`src/rtl/lm_enc_pkg.sv`:
```
package lm_enc_pkg;

    localparam int BYTE_W    = 8;
    localparam int BIT_IDX_W = $clog2(BYTE_W);
    localparam int PAT_W     = 8;
    localparam int PAT_IDX_W = $clog2(PAT_W);

    localparam logic [PAT_W-1:0] OPEN_PAT_DEF  = 8'h1D;
    localparam logic [PAT_W-1:0] CLOSE_PAT_DEF = 8'hB8;

    typedef enum logic [1:0] {
        PH_IDLE  = 2'd0,
        PH_OPEN  = 2'd1,
        PH_DATA  = 2'd2,
        PH_CLOSE = 2'd3
    } frame_phase_e;

    typedef struct packed {
        logic [BYTE_W-1:0] data;
        logic              last;
    } byte_ent_t;

    typedef struct packed {
        logic [BIT_IDX_W-1:0] bit_idx;
        logic                 second;
    } sym_pos_t;

    // slot pair for one data bit: {first slot, second slot}
    function automatic logic [1:0] bit_to_pair(input logic b);
        return b ? 2'b01 : 2'b10;
    endfunction

    // pattern slot, most significant bit first
    function automatic logic pattern_slot(input logic [PAT_W-1:0] pat,
                                          input logic [PAT_IDX_W-1:0] idx);
        logic [PAT_IDX_W-1:0] pos;
        pos = PAT_IDX_W'(PAT_W - 1) - idx;
        return pat[pos];
    endfunction

endpackage

```
`src/rtl/lm_slot_timer.sv`:
```
module lm_slot_timer #(
    parameter int SLOT_CYCLES = 256,
    parameter int SUB_HALF    = 32,
    localparam int CNT_W      = $clog2(SLOT_CYCLES)
) (
    input  logic             clk,
    input  logic             rst,
    input  logic             run,
    output logic [CNT_W-1:0] slot_cnt,
    output logic             slot_end,
    output logic             sc_on
);
    localparam int  HALF_LOG  = $clog2(SUB_HALF);
    localparam bit  HALF_POW2 = (SUB_HALF & (SUB_HALF - 1)) == 0;

    logic [CNT_W-1:0] cnt_q;

    assign slot_cnt = cnt_q;
    assign slot_end = run && (cnt_q == CNT_W'(SLOT_CYCLES - 1));

    always_ff @(posedge clk) begin
        if (rst || !run || slot_end) begin
            cnt_q <= '0;
        end else begin
            cnt_q <= cnt_q + 1'b1;
        end
    end

    generate
        if (HALF_POW2) begin : g_tap
            // half-period index parity taken straight from the slot counter
            assign sc_on = ~cnt_q[HALF_LOG];
        end else begin : g_div
            localparam int SUB_W = (HALF_LOG < 1) ? 1 : HALF_LOG;
            logic [SUB_W-1:0] sub_q;
            logic             on_q;
            always_ff @(posedge clk) begin
                if (rst || !run || slot_end) begin
                    sub_q <= '0;
                    on_q  <= 1'b1;
                end else if (sub_q == SUB_W'(SUB_HALF - 1)) begin
                    sub_q <= '0;
                    on_q  <= ~on_q;
                end else begin
                    sub_q <= sub_q + 1'b1;
                end
            end
            assign sc_on = on_q;
        end
    endgenerate

endmodule

```
`src/rtl/lm_frame_seq.sv`:
```
module lm_frame_seq
    import lm_enc_pkg::*;
(
    input  logic                 clk,
    input  logic                 rst,
    input  logic                 in_valid,
    input  logic [BYTE_W-1:0]    in_data,
    input  logic                 in_last,
    input  logic                 slot_end,
    output logic                 in_ready,
    output frame_phase_e         phase,
    output logic [PAT_IDX_W-1:0] pat_idx,
    output logic                 data_bit,
    output logic                 second_half
);
    frame_phase_e         phase_q;
    logic [PAT_IDX_W-1:0] pat_q;
    byte_ent_t            hold_q;
    logic                 hold_v;
    byte_ent_t            cur_q;
    sym_pos_t             pos_q;
    logic                 last_taken;

    logic take, pat_done, byte_done, load_cur;

    assign in_ready  = (phase_q == PH_IDLE) ||
                       ((phase_q != PH_CLOSE) && !hold_v && !last_taken);
    assign take      = in_valid && in_ready;
    assign pat_done  = slot_end && (pat_q == PAT_IDX_W'(PAT_W - 1));
    assign byte_done = slot_end && (phase_q == PH_DATA) && pos_q.second &&
                       (pos_q.bit_idx == BIT_IDX_W'(BYTE_W - 1));
    assign load_cur  = ((phase_q == PH_OPEN) && pat_done) ||
                       (byte_done && !cur_q.last && hold_v);

    always_ff @(posedge clk) begin
        if (rst) begin
            phase_q    <= PH_IDLE;
            pat_q      <= '0;
            hold_q     <= '0;
            hold_v     <= 1'b0;
            cur_q      <= '0;
            pos_q      <= '0;
            last_taken <= 1'b0;
        end else begin
            case (phase_q)
                PH_IDLE: begin
                    if (take) begin
                        phase_q <= PH_OPEN;
                        pat_q   <= '0;
                    end
                end
                PH_OPEN: begin
                    if (pat_done) begin
                        phase_q <= PH_DATA;
                        pat_q   <= '0;
                    end else if (slot_end) begin
                        pat_q <= pat_q + 1'b1;
                    end
                end
                PH_DATA: begin
                    if (slot_end) begin
                        if (!pos_q.second) begin
                            pos_q.second <= 1'b1;
                        end else begin
                            pos_q.second  <= 1'b0;
                            pos_q.bit_idx <= pos_q.bit_idx + 1'b1;
                            cur_q.data    <= cur_q.data >> 1;
                        end
                    end
                    if (byte_done && (cur_q.last || !hold_v)) begin
                        phase_q <= PH_CLOSE;
                        pat_q   <= '0;
                    end
                end
                PH_CLOSE: begin
                    if (pat_done) begin
                        // a byte taken at the underrun edge opens a new frame
                        phase_q    <= hold_v ? PH_OPEN : PH_IDLE;
                        pat_q      <= '0;
                        last_taken <= hold_v && hold_q.last;
                    end else if (slot_end) begin
                        pat_q <= pat_q + 1'b1;
                    end
                end
                default: phase_q <= PH_IDLE;
            endcase

            if (take) begin
                hold_q.data <= in_data;
                hold_q.last <= in_last;
                hold_v      <= 1'b1;
                if (in_last) begin
                    last_taken <= 1'b1;
                end
            end

            if (load_cur) begin
                cur_q  <= hold_q;
                hold_v <= 1'b0;
                pos_q  <= '0;
            end
        end
    end

    assign phase       = phase_q;
    assign pat_idx     = pat_q;
    assign data_bit    = cur_q.data[0];
    assign second_half = pos_q.second;

endmodule

```
`src/rtl/lm_slot_source.sv`:
```
module lm_slot_source
    import lm_enc_pkg::*;
#(
    parameter logic [PAT_W-1:0] OPEN_PAT  = OPEN_PAT_DEF,
    parameter logic [PAT_W-1:0] CLOSE_PAT = CLOSE_PAT_DEF
) (
    input  frame_phase_e         phase,
    input  logic [PAT_IDX_W-1:0] pat_idx,
    input  logic                 data_bit,
    input  logic                 second_half,
    output logic                 slot_val
);
    logic [1:0] pair;

    always_comb begin
        pair = bit_to_pair(data_bit);
        case (phase)
            PH_OPEN:  slot_val = pattern_slot(OPEN_PAT, pat_idx);
            PH_CLOSE: slot_val = pattern_slot(CLOSE_PAT, pat_idx);
            PH_DATA:  slot_val = second_half ? pair[0] : pair[1];
            default:  slot_val = 1'b0;
        endcase
    end

endmodule

```
`src/rtl/lm_encoder.sv`:
```
module lm_encoder
    import lm_enc_pkg::*;
#(
    parameter int               SLOT_CYCLES = 256,
    parameter int               SUB_HALF    = 32,
    parameter logic [PAT_W-1:0] OPEN_PAT    = OPEN_PAT_DEF,
    parameter logic [PAT_W-1:0] CLOSE_PAT   = CLOSE_PAT_DEF
) (
    input  logic              clk,
    input  logic              rst,
    input  logic              in_valid,
    input  logic [BYTE_W-1:0] in_data,
    input  logic              in_last,
    output logic              in_ready,
    output logic              mod_out
);
    localparam int CNT_W = $clog2(SLOT_CYCLES);

    frame_phase_e         seq_phase;
    logic [PAT_IDX_W-1:0] seq_pat;
    logic                 seq_bit;
    logic                 seq_second;
    logic                 seq_busy;
    logic [CNT_W-1:0]     slot_cnt;
    logic                 slot_end;
    logic                 sc_on;
    logic                 slot_val;

    assign seq_busy = (seq_phase != PH_IDLE);

    lm_slot_timer #(
        .SLOT_CYCLES (SLOT_CYCLES),
        .SUB_HALF    (SUB_HALF)
    ) u_timer (
        .clk      (clk),
        .rst      (rst),
        .run      (seq_busy),
        .slot_cnt (slot_cnt),
        .slot_end (slot_end),
        .sc_on    (sc_on)
    );

    lm_frame_seq u_seq (
        .clk         (clk),
        .rst         (rst),
        .in_valid    (in_valid),
        .in_data     (in_data),
        .in_last     (in_last),
        .slot_end    (slot_end),
        .in_ready    (in_ready),
        .phase       (seq_phase),
        .pat_idx     (seq_pat),
        .data_bit    (seq_bit),
        .second_half (seq_second)
    );

    lm_slot_source #(
        .OPEN_PAT  (OPEN_PAT),
        .CLOSE_PAT (CLOSE_PAT)
    ) u_src (
        .phase       (seq_phase),
        .pat_idx     (seq_pat),
        .data_bit    (seq_bit),
        .second_half (seq_second),
        .slot_val    (slot_val)
    );

    assign mod_out = seq_busy && slot_val && sc_on;

endmodule

```
`config.mk`:
```
export PLATFORM = sky130hd
export DESIGN_NAME = lm_encoder
export DESIGN_NICKNAME = d
export VERILOG_FILES = /design/src/rtl/lm_enc_pkg.sv /design/src/rtl/lm_slot_timer.sv /design/src/rtl/lm_frame_seq.sv /design/src/rtl/lm_slot_source.sv /design/src/rtl/lm_encoder.sv
export SDC_FILE = /design/constraint.sdc
export NUM_CORES = 1
export LEC_CHECK = 0
export BUFFER_PORTS_ARGS = -buffer_cell sky130_fd_sc_hd__buf_2
export CAP_MARGIN = 20
export CORE_MARGIN = 3
export CORE_UTILIZATION = 45
export CTS_CLUSTER_SIZE = 12
export DETAILED_ROUTE_END_ITERATION = 7
export PLACE_DENSITY = 0.72
export RECOVER_POWER = 50
export SLEW_MARGIN = 0
export SYNTH_ARGS = -nofsm -noshare
export SYNTH_HDL_FRONTEND = slang
export SYNTH_SLANG_ARGS = --single-unit
```
`constraint.sdc`:
```
create_clock -name clk -period 5.1 [get_ports clk]
set_input_delay 0 -clock clk [delete_from_list [all_inputs] [get_ports clk]]
set_output_delay 0 -clock clk [all_outputs]
set_load 0.02 [all_outputs]
```
Yosys cells after proc, flatten, opt, wreduce, memory -nomap -nowiden
Memories as Yosys holds them, arrays and structs flattened. Index checks and enable logic that the tools add are counted.

Bits in registers: 37. ROM bits: 16. Input port bits: 12. Output and inout port bits: 2. Word-level logic and storage cells: 92. Memories kept: 2.

Memories: (name not given) (depth 8, bits a word 1, rd ports 1, clocked after memory_dff 0, write ports 0, RTL line lm_enc_pkg.sv:38) `return pat[pos];`; (name not given) (depth 8, bits a word 1, rd ports 1, clocked after memory_dff 0, write ports 0, RTL line lm_enc_pkg.sv:38).

Add/sub/neg operators: 4. $lt $le $gt $ge: 1. Eq/ne operators: 12. Muxes and demuxes: 25. Bitwise gates (word level): 1. Reductions and logical operators: 36.

Operators by type and width (number): two-way mux 8 bit (3); logical AND 1 bit (15); two-way mux 3 bit (4); two-way mux 2 bit (5); two-way mux 1 bit (9); two-way mux 9 bit (1); one-hot mux 3 bit (3 select lines) (1); AND reduction 3 bit (3); adder 8 x 1 -> 8 bit, second input constant (1); == test 8 bit, second input constant (1); one-hot mux 2 bit (4 select lines) (1); nonzero test 2 bit (4); adder 3 x 1 -> 3 bit, second input constant (2); == test 3 bit, second input constant (2); != test 2 x 1 -> 1 bit, second input constant (3); logical OR 1 bit (5); == test 2 bit, second input constant (2); logical NOT 1 bit (4); less-than comparator 3 x 4 -> 1 bit, second input constant (1); != test 2 bit, second input constant (2); AND reduction 4 bit (1); OR reduction 2 bit (2); != test 3 x 1 -> 1 bit, second input constant (1); one-hot mux 1 bit (3 select lines) (1); 5 further kinds (5).

Depth between registers and ports, before layout
Gate-level depths: netlist of run 1.

Depth after elaboration: 10. Mapped depth: 9. Gate-level depth less buffers: 7.

Cells and area by module
A second synthesis of run 1 with hierarchy kept.

Cells, all modules: 194. Area, all modules: 1823.0 um^2.

Modules (own cells, without submodules): lm_frame_seq (instances 1, cells each 143, area an instance 1391.3 um^2, sequential area each 580.6 um^2); lm_slot_timer (instances 1, cells each 41, area an instance 359.1 um^2, sequential area each 160.2 um^2); lm_slot_source (instances 1, cells each 8, area an instance 56.3 um^2, sequential area each 0.0 um^2); lm_encoder (instances 1, cells each 2, area an instance 16.3 um^2, sequential area each 0.0 um^2).

Worst setup path before layout of run 1
Ideal clock, no wire load.

Path type: register to register. Start: register u_seq.phase_q[0], in the netlist u_seq.phase[0]. End: register u_seq.phase_q[0], in the netlist u_seq.phase[0]. Setup time: 130 ps. Data arrival time: 1862 ps. Required time: 4970 ps. Path slack: 3108 ps. Stages on the path, launching flop included: 10. Buffers on the path: 2. Period minus slack after synthesis: 1992 ps. Cell sequence: dfxtp_1 -> inv_1 -> ha_1 -> buf_6 -> and3b_2 -> and4_4 -> buf_6 -> a21oi_4 -> a2111oi_2 -> o32ai_1.

Word-level cells in the longest chain between the ends: 8. Elaborated cells on any way between the ends: 22. Those cells by class: eq/ne (8); mux (1); reduce/logical (13).

Ends and longest elaborated chain: start: declaration (RTL line lm_frame_seq.sv:16) `frame_phase_e phase_q;`; start signal: assignment (RTL line lm_frame_seq.sv:78) `phase_q <= hold_v ? PH_OPEN : PH_IDLE;`; nonzero test 2 bit (RTL line lm_encoder.sv:29) `assign seq_busy = (seq_phase != PH_IDLE);`; logical AND 1 bit (RTL line lm_slot_timer.sv:19) `assign slot_end = run && (cnt_q == CNT_W'(SLOT_CYCLES - 1));`; logical AND 1 bit (3 in a row) (RTL line lm_frame_seq.sv:30) `assign byte_done = slot_end && (phase_q == PH_DATA) && pos_q.second &&`; logical AND 1 bit (RTL line lm_frame_seq.sv:70) `if (byte_done && (cur_q.last || !hold_v)) begin`; != test 2 bit (no line); AND reduction 4 bit (no line).

Several ways; a longest one is shown, not always the timed one. A chain may end at the register's enable or synchronous reset.

Worst setup path in the final report of run 1
Start: register u_seq.phase_q[0], in the netlist u_seq.phase[0]. End: register u_seq.cur_q[7] (netlist bit).

Word-level cells in the longest chain between the ends: 10. Elaborated cells on any way between the ends: 17. Those cells by class: eq/ne (2); mux (1); reduce/logical (14).

Ends and longest elaborated chain: nonzero test 2 bit (RTL line lm_encoder.sv:29); logical AND 1 bit (RTL line lm_slot_timer.sv:19); logical AND 1 bit (3 in a row) (RTL line lm_frame_seq.sv:30); logical AND 1 bit (2 in a row) (RTL line lm_frame_seq.sv:33) `(byte_done && !cur_q.last && hold_v);`; logical OR 1 bit (RTL line lm_frame_seq.sv:32) `assign load_cur = ((phase_q == PH_OPEN) && pat_done) ||`; nonzero test 2 bit (no line); AND reduction 3 bit (no line); end signal: assignment (RTL line lm_frame_seq.sv:98) `cur_q <= hold_q;`; end: declaration (RTL line lm_frame_seq.sv:20) `byte_ent_t cur_q;`.

Several ways; a longest one is shown, not always the timed one.

==> results of run 1 <==
kinds of logic after synthesis:
kind of cell | Yosys count
buf+inv | 20
compound gates | 42
xor+xnor | 8
mux | 10
simple gates | 70
fa+ha+maj | 9
flops | 37
per-layer routing:
| metal | share of wire (%) | up-vias | wire length (um) |
|---|---|---|---|
| li1 | - | 725 | - |
| met1 | 53 | 627 | 1760 |
| met2 | 44 | 12 | 1480 |
| met3 | 2.2 | 4 | 74 |
| met4 | 1.2 | 0 | 40 |
| met5 | 0 | - | 0 |
placed cells by master (no fill, tap or decap), drive strengths merged, types with 6 or more instances in the layout:
cell type,Yosys,layout
a211oi,7,7
a21oi,16,16
buf,6,11
clkbuf,4,9
dfxtp,37,37
dlygate4sd3,0,9
ha,9,9
inv,9,9
mux2i,10,10
nand2,23,23
nand3,6,6
nor2,19,19
per-stage QoR:
step / cell area (um2) / std cells / worst slack (ps) / hold slack, ps / power [mW]
finish: 2010 / 264 / 1910 / 201 / 0.752
CTS: 2060 / 264 / 2950 / 157 / 0.774
detailed placement: 1860 / 247 / 2970 / 249 / 0.513
floorplan: 1800 / 196 / 3110 / 136 / 0.482
global route: 2010 / 264 / 1650 / 224 / 0.791
global placement: 1860 / 247 / 3020 / 244 / 0.509
area by class of cell:
class	count	area share, %
multi-input combinational	139	44.8
inverter	10	1.87
timing repair buffer	22	7.61
sequential	37	36.9
tap	48	2.99
clock inverter	1	1.50
clock buffer	7	4.30
tightest hold or removal path, stage by stage:
cell	delay, ps
buf_2	120
mux2i_1	130
nor4_1	60
o21ai_0	60
o32ai_1	70
registers in the layout, indices dropped and copies added, names as in the netlist:
| signal | count |
|---|---|
| u_seq.hold_q | 9 |
| u_seq.cur_q | 8 |
| u_timer.slot_cnt | 8 |
| u_seq.pat_idx | 3 |
| u_seq.pos_q | 3 |
| u_seq.phase | 2 |
| u_seq.data_bit | 1 |
| u_seq.hold_v | 1 |
| u_seq.last_taken | 1 |
| u_seq.second_half | 1 |
power groups by stage:
| stage | logic, mW | clock network, mW | registers, mW |
|---|---|---|---|
| after floorplan | 0.148 | 0 | 0.334 |
| after global placement | 0.170 | 0 | 0.339 |
| after detailed placement | 0.174 | 0 | 0.340 |
| after CTS | 0.179 | 0.262 | 0.333 |
| after global routing | 0.181 | 0.273 | 0.338 |
| final | 0.160 | 0.258 | 0.334 |
timing repair:
| action | 4_1_cts | 5_1_grt |
|---|---|---|
| endpoints found under the hold margin | 9 | 0 |
| gates resized for setup | 0 | 0 |
| hold buffers | 9 | 0 |
path summary, 6_finish.rpt:
kind                                  endpoint  cells past startpoint
hold / removal     u_seq.phase[0]$_SDFFE_PP0P_                      5
hold reg to reg   u_seq.hold_q[2]$_SDFFE_PP0P_                      2
setup reg to reg   u_seq.cur_q[7]$_SDFFE_PP0P_                      7
setup / recovery   u_seq.cur_q[7]$_SDFFE_PP0P_                      7
==> summary.txt, run 1 <==
Floorplan
  • Top Ports: 14
  • Rows: 22
  • CORE AREA: ~0.0038 mm2
  • Die area: 0.00480 mm2
  • Die Y: between 60 and 70 um
  • Initial Utilization: a little under half
  • Die Wd: 69.3 um

Timing
  • RSZ-0062 raised after global routing: no
  • Final hold vios: 0
  • Setup Viol. Count Final: 0
  • Final min period: about 3200 ps
  • Slew @ Worst Pin: ~1800 ps
  • Share of the cycle needed by the critical path after routing: between 60% and 70%
  • Slew Viols, Final: 18
  • Setup TNS: 0 ps
  • Slew margin rel.: -18.5%
  • Skew final: between 10 and 15 ps
  • Fmax: 314 MHz

Power
  • Sw frac: around 29%
  • Pleak: approximately 0.86 nW
  • Logic pwr share: approximately a fifth
  • Internal: 0.531 mW
  • Clock share of power: approximately 34%
  • Share of total power in sequential cells: 44.4%
  • VDD IR max: roughly 0.00021 V
  • Sw power: approximately 0.22 mW
  • Pwr/cell area: 375 mW/mm2

CTS
  • CTS root buf: clkbuf_8
  • Post-CTS setup buffer count: 0
  • Worst skew pair latency: 280 ps
  • CTS tree: done
  • Clk slew on worst S/H paths: approximately 70 ps
  • Cts bufs inserted: 5
  • # H-tree levels: 2
  • Clk sink count: 37
  • Deepest clock path buffer count: 2

Detailed routing
  • Via count: around 1400
  • Via-per-instance ratio: about 5.2
  • Router iterations before antenna repair: 4
  • Antenna viol nets, final: 0
  • Routed wire length: around 3400 um
  • DRT iter0 DRCs: between 70 and 80
  • # DRC: 0
  • Wire per inst: approximately 13 um

Critical path
  • Worst setup EP type: register
  • Critical path fanouts, max: 17
  • Cells along the critical path: inv_1 > ha_1 > and3b_1 > and3_1 > o21ai_0 > nor2_1 > a211oi_1
  • WP data arrival: 3380 ps
  • Reg-to-reg startpoint: u_seq.phase[0]$_SDFFE_PP0P_
  • Max stage delay on crit path: about 1400 ps
  • Top delay family on crit path: compound AO/OA/AOI/OAI gates
  • Crit path required time: about 5300 ps
  • CP Launch Type: register
  • CP bufs+invs: 1
  • R2R setup slack: ~1900 ps
  • Setup Crit Path Kind: register to register
  • Critical-path top delay cell: o21ai_0
  • Worst Setup SP: u_seq.phase[0]$_SDFFE_PP0P_

Run status
  • Status: finished with violations
  • Violated checks: capacitance limit, slew limit

Global route
  • Vias in the first global route: around 1300
  • Grt met3 use: around 3.5%
  • Grt met2 use: between 20% and 30%
  • Pin count of the biggest net entering global routing: 31
  • Grt total ovfl: 0
  • GR peak layer: met2
  • Grt met1 use: about a fifth
  • First-pass GRT wire length: a little under 6000 um
  • GRT Total Usage: between 10% and 20%
  • Antenna violations before repair: 0

Synth
  • Ys flop type: dfxtp_1
  • Post-synth ARST share: 0%
  • Syn Std Cell Area: about 0.0018 mm2
  • Mux contribution to synthesized area: approximately 5.6%
  • Post-Synth XOR/XNOR Area: a little under 4%
  • Main combinational cell family by area after synthesis: simple AND/OR/NAND/NOR gates
  • Syn_area_per_cell: roughly 9 um2
  • Ys Warns: 0
  • Yosys reg bits: 37
  • Synth top cells by count: dfxtp_1 (37), nand2_1 (23), nor2_1 (19)
  • Post-synth cell types: 49
  • Top-area cell type share of the netlist area: approximately two fifths
  • Sequential element share of the synthesized area: 41.1%
  • Largest area contributor in the netlist: dfxtp_1
  • Synth Area in Adders: around 6.3%
  • Post-Synth Simple-Gate Area: 20.1%
  • Synth Area in Compound Gates: between 10% and 20%
  • Synth Net Count: 217
  • Post-synth EDFFs: 0
  • Count leader, synth: dfxtp_1
  • Top cells by area, synth: dfxtp_1 (41%), ha_1 (6.3%), mux2i_1 (5.6%)
  • Synth Instances: just under 200

Placed design
  • GPL Wtd Cong: ~0.73
  • Port Buffer Count: 13
  • Post-DP HPWL: 2240 um

Layout
  • Reg area: between 700 and 800 um2
  • Diodes inserted: 0
  • Ratio of cells with drive above 1 in the final layout: under 10%
  • Final core occ: between 50% and 60%
  • P&R area growth vs syn: 11.4%
  • Multi-input gate area: between 800 and 900 um2
  • Final net count: roughly 240
  • Filler cells: roughly 330

Hold path
  • Min-delay src: in_valid
  • Hold crit path type: input port to register

Job
  • Max-cap check violation count: 1
Power figures use the tool's default switching activity.
==> run 2: changes to the inputs <==
Settings changed: ABC_AREA from default to 1.
Clock period 5.1 ns to 3.07 ns, I/O delays scaled along.
==> summary.txt, run 2 <==
Synth
  • Synth Area in Adders: 6.06%
  • Synth Area in Compound Gates: a little over a tenth
  • Post-synth ARST share: 0%
  • Ys Warns: 0
  • Post-synth cell types: 28
  • Mux contribution to synthesized area: 0%
  • Top cells by area, synth: dfxtp_1 (40%), nand2_1 (11%), inv_1 (6.3%)
  • Synth Net Count: 274
  • Syn_area_per_cell: between 7 and 8 um2
  • Post-Synth XOR/XNOR Area: under 10%
  • Largest area contributor in the netlist: dfxtp_1
  • Synth Instances: 253
  • Main combinational cell family by area after synthesis: simple AND/OR/NAND/NOR gates
  • Post-synth EDFFs: 0
  • Count leader, synth: nand2_1
  • Post-Synth Simple-Gate Area: around 32%
  • Top-area cell type share of the netlist area: 39.9%
  • Syn Std Cell Area: around 0.0019 mm2
  • Sequential element share of the synthesized area: around 40%
  • Synth top cells by count: nand2_1 (54), dfxtp_1 (37), inv_1 (31), nor2_1 (31), a21oi_1 (17)
  • Yosys reg bits: 37
  • Ys flop type: dfxtp_1

Critical path
  • Reg-to-reg startpoint: u_seq.phase[0]$_SDFFE_PP0P_
  • R2r worst-path depth: 10
  • Worst setup EP type: register
  • CP Launch Type: register
  • Max stage delay on crit path: approximately 400 ps
  • CP Depth: 10
  • WP data arrival: approximately 2400 ps
  • CP bufs+invs: 2
  • Crit path required time: 3240 ps
  • Worst Setup SP: u_seq.phase[0]$_SDFFE_PP0P_
  • Critical path fanouts, max: 12
  • Critical-path top delay cell: dfxtp_1
  • Top delay family on crit path: simple AND/OR/NAND/NOR gates
  • Cells along the critical path: inv_1 > ha_1 > nor2_1 > nand2_2 > nor2_2 > nand2_1 > nand2_2 > inv_1 > nand2_1 > a21oi_1
  • Setup Crit Path Kind: register to register

Timing
  • Slew margin rel.: a little over three fifths
  • Worst hold slack: ~9.5 ps
  • Setup TNS: 0 ps
  • Share of the cycle needed by the critical path after routing: a little under three quarters
  • Slew @ Worst Pin: 557 ps
  • Skew final: 4.83 ps
  • Final min period: roughly 2200 ps
  • Final hold vios: 0
  • Fmax: between 400 and 500 MHz
  • Setup Viol. Count Final: 0
  • Slew Viols, Final: 0
  • RSZ-0062 raised after global routing: no

Floorplan
  • Top Ports: 14
  • Die area: between 0.004 and 0.005 mm2
  • CORE AREA: around 0.0038 mm2
  • Initial Utilization: between 40% and 50%
  • Rows: 22
  • Die Wd: 70.3 um
  • Die Y: ~70 um

Detailed routing
  • Via count: 1581
  • DRT iter0 DRCs: about 80
  • Routed wire length: approximately 3600 um
  • # DRC: 0
  • Router iterations before antenna repair: 4
  • Wire per inst: approximately 11 um
  • Via-per-instance ratio: 4.89
  • Antenna viol nets, final: 0

Global route
  • Pin count of the biggest net entering global routing: 19
  • GRT Total Usage: between 10% and 20%
  • First-pass GRT wire length: roughly 6400 um
  • Antenna violations before repair: 0
  • Vias in the first global route: 1488
  • Grt total ovfl: 0

Placed design
  • Port Buffer Count: 13
  • GPL Wtd Cong: roughly 0.9
  • Dpl cell area: 0.00194 mm2
  • Post-DP HPWL: roughly 2600 um

Layout
  • P&R area growth vs syn: 14.9%
  • Final core occ: between 50% and 60%
  • Biggest register: u_seq.hold_q
  • Diodes inserted: 0
  • Final Instance Area: approximately 0.0021 mm2
  • Most frequent cells in the layout: nand2_1 (54), dfxtp_1 (37), inv_1 (31), nor2_1 (31), a21oi_1 (17)
  • Ratio of cells with drive above 1 in the final layout: 11.3%
  • Commonest non-fill, non-tap cell in the layout: nand2_1
  • Max reg flops: 9
  • Filler cells: about 370
  • Final net count: ~300

CTS
  • CTS root buf: clkbuf_8
  • CTS tree: done
  • Clk sink count: 37
  • Clk slew on worst S/H paths: about 70 ps
  • # H-tree levels: 2
  • Worst skew pair latency: roughly 290 ps
  • Cts bufs inserted: 5
  • Deepest clock path buffer count: 2

Hold path
  • Worst Hold Path Cells: 3
  • Hold crit path type: input port to register
  • Min-delay src: in_last

Power
  • Pleak: between 0.9 and 1 nW
  • VDD IR max: 0.000392 V
  • Pwr/cell area: around 650 mW/mm2
  • Power Total: roughly 1.4 mW

Run status
  • Status: complete, no violations

Job
  • Max-cap check violation count: 0
[run 2: cell types whose count changed in the layout (fill, tap and decap cells not counted), sizes merged, moves of 4 or more]
cell / before / now
nand2: 23 / 57
inv: 9 / 32
nor2: 19 / 35
nand3: 6 / 18
mux2i: 10 / 0
o21ai: 5 / 15
nand4: 2 / 11
a211oi: 7 / 0
and3: 4 / 0
[run 2: metrics by stage]
stage	worst slack, ps	std cells
2_1_floorplan	1090	253
3_3_place_gp	966	307
3_5_place_dp	869	307
4_1_cts	853	323
5_1_grt	604	323
6_report	860	323
[run 2: worst register-to-register path: stages, from the launching register on]
cell and delay, ps:
dfxtp_1 390, inv_1 100, ha_1 220, nor2_1 250, nand2_2 120, nor2_2 130, nand2_1 260, nand2_2 300
inv_1 110, nand2_1 140, a21oi_1 50
[run 2: final cells by class]
| type | count | area [um2] | area share (%) |
|---|---|---|---|
| timing repair buffer | 21 | 143 | 6.68 |
| inverter | 32 | 120 | 5.63 |
| multi-input combinational | 177 | 955 | 44.7 |
| clock inverter | 1 | 30.0 | 1.41 |
| clock buffer | 7 | 86.3 | 4.04 |
| tap | 48 | 60.1 | 2.81 |
| sequential | 37 | 741 | 34.7 |
[run 2: worst paths after layout]
path / end / slack, ps
worst max register to register: u_seq.hold_v$_SDFFE_PP0P_ / 860
worst min-delay path: u_seq.hold_q[0]$_SDFFE_PP0P_ / 9
worst min register to register: u_seq.hold_q[3]$_SDFFE_PP0P_ / 460
worst max-delay path: u_seq.hold_v$_SDFFE_PP0P_ / 860
[run 2: cell families after synthesis]
logic type               Yosys count
adder cells (fa/ha/maj)            9
AO/OA/AOI/OAI                     37
flip-flops                        37
AND/OR/NAND/NOR                  126
XOR/XNOR                           5
buffers and inverters             39
[run 2: layer usage]
layer,track usage (%),vias up,wire [um]
li1,-,861,-
met1,21.4,692,1850
met2,23.7,24,1590
met3,4.46,4,139
met4,7.66,0,47
met5,0,-,0
[run 2: what timing repair did]
item,4_1_cts,5_1_grt
endpoints found under the hold margin,8,0
buffers inserted,0,0
resized for setup,0,0
hold buffers,8,0
[run 2: where the power goes]
group	internal, mW	switching (mW)
Combinational	0.130	0.240
Clock	0.265	0.169
Sequential	0.537	0.0407
Total	0.932	0.450
==> run 3: changes to the inputs <==
Settings changed: PLACE_DENSITY 0.72 to 0.74.
Clock period 3.07 ns to 1.9 ns, I/O delays scaled along.
==> summary.txt, run 3 (synthesis results as in run 2) <==
Run status
  • Status: complete, no violations

CTS
  • # H-tree levels: 2
  • CTS root buf: clkbuf_8
  • Clk sink count: 37
  • Deepest clock path buffer count: 2
  • CTS tree: done
  • Cts bufs inserted: 5
  • Clk slew on worst S/H paths: approximately 70 ps
  • Worst skew pair latency: about 300 ps

Timing
  • Worst hold slack: between 40 and 50 ps
  • Skew final: 6.67 ps
  • Final hold vios: 0
  • Final min period: 1740 ps
  • Slew Viols, Final: 0
  • RSZ-0062 raised after global routing: no
  • Slew @ Worst Pin: between 500 and 600 ps
  • Slew margin rel.: between 60% and 70%
  • Final Worst Setup Slack: 157 ps
  • Setup Viol. Count Final: 0
  • Share of the cycle needed by the critical path after routing: 91.7%
  • Fmax: 574 MHz
  • Setup TNS: 0 ps

Detailed routing
  • Routed wire length: approximately 3800 um
  • Antenna viol nets, final: 0
  • Via count: around 1700
  • Wire per inst: 11.6 um
  • # DRC: 0
  • DRT iter0 DRCs: 89
  • Router iterations before antenna repair: 4
  • Via-per-instance ratio: between 5 and 6

Layout
  • Fin cells: 331
  • Commonest non-fill, non-tap cell in the layout: nand2_1
  • Ratio of cells with drive above 1 in the final layout: 17.0%
  • Max reg flops: 9
  • Diodes inserted: 0
  • P&R area growth vs syn: 19.4%
  • Most frequent cells in the layout: nand2_1 (52), dfxtp_1 (35), inv_1 (30), nor2_1 (30), a21oi_1 (17)
  • Final core occ: between 50 and 60%
  • Final Instance Area: 0.00222 mm2
  • Final net count: 303
  • Filler cells: around 370
  • Biggest register: u_seq.hold_q

Global route
  • Vias in the first global route: ~1500
  • Pin count of the biggest net entering global routing: 19
  • GRT Total Usage: 16.4%
  • Grt total ovfl: 0
  • First-pass GRT wire length: between 6000 and 7000 um
  • Antenna violations before repair: 0

Job
  • Max-cap check violation count: 0

Floorplan
  • CORE AREA: around 0.0038 mm2
  • Initial Utilization: between 40 and 50%
  • Rows: 22
  • Die Wd: ~70 um
  • Top Ports: 14
  • Die area: around 0.005 mm2
  • Die Y: 70.3 um

Placed design
  • Dpl cell area: 0.00200 mm2
  • Dpl ws: around 24 ps
  • GPL Wtd Cong: 0.847
  • Port Buffer Count: 13
  • Placed cells: 313
  • Post-DP HPWL: between 2000 and 3000 um

Power
  • Power Total: roughly 2.2 mW
  • Pleak: ~0.98 nW
  • VDD IR max: ~0.00084 V
  • Pwr/cell area: 978 mW/mm2

Critical path
  • CP Launch Type: register
  • WP data arrival: just under 2000 ps
  • Crit path required time: 2080 ps
  • Worst setup EP type: register
  • Setup Crit Path Kind: register to register
  • Critical path fanouts, max: 6

Hold path
  • Hold crit path type: input port to register
-- run 3: cell types whose count changed in the layout (fill, tap and decap cells not counted), moves of 2 or more --
cell,previous run,this run
nand2_2,3,5
dfxtp_1,37,35
clkbuf_1,3,1
nand2_1,54,52
dfxtp_2,0,2
buf_4,0,6
-- run 3: metal layers --
metal  routed length (um)  global-route usage, %  part of all wire, %
met1                 1880                   22.0                   49
met2                 1760                   24.3                   46
met3                  137                   4.89                  3.6
met4                   58                   7.02                  1.5
met5                    0                      0                    0
-- run 3: power breakdown --
| part | internal (mW) | switching, mW | leakage [nW] |
|---|---|---|---|
| clock | 0.328 | 0.275 | 0.0542 |
| sequential | 0.872 | 0.0642 | 0.303 |
| combinational | 0.229 | 0.403 | 0.619 |
| total | 1.43 | 0.742 | 0.976 |
-- run 3: worst max-delay path: stages (launching register included) --
cell	delay, ps
dfxtp_1	360
inv_1	90
ha_1	240
nor2_4	160
nand3_4	110
nor2_8	150
nand3_4	80
nand2_2	120
inv_1	100
nor2_1	130
nor2_1	70
-- run 3: what timing repair did --
| action | 4_1_cts | 5_1_grt |
|---|---|---|
| hold buffers | 9 | 0 |
| gates resized for setup | 0 | 8 |
| hold endpoints to repair | 9 | 0 |
| buffers inserted | 0 | 1 |
| setup endpoints to repair | 0 | 20 |
-- run 3: path summary, 6_finish.rpt --
path,slack (ps),start,to,depth (start not counted)
worst max-delay path,160,u_seq.phase[1]$_SDFFE_PP0P_,u_seq.data_bit$_SDFFE_PP0P_,10
worst min register to register,420,u_timer.slot_cnt[0]$_SDFF_PP0_,u_timer.slot_cnt[0]$_SDFF_PP0_,1
worst min-delay path,50,rst,u_seq.cur_q[8]$_SDFFE_PP0P_,2
worst max register to register,160,u_seq.phase[1]$_SDFFE_PP0P_,u_seq.data_bit$_SDFFE_PP0P_,10
-- run 3: cell type report --
cell class              instances  area, um2  share of cell area, %
inverters                      32        120                   5.41
multi-input cells             177        975                   43.9
repair buffers                 29        219                   9.87
well taps                      48       60.1                   2.71
clock inverters                 1       5.00                  0.226
flip-flops and latches         37        743                   33.5
clock buffers                   7       96.3                   4.34
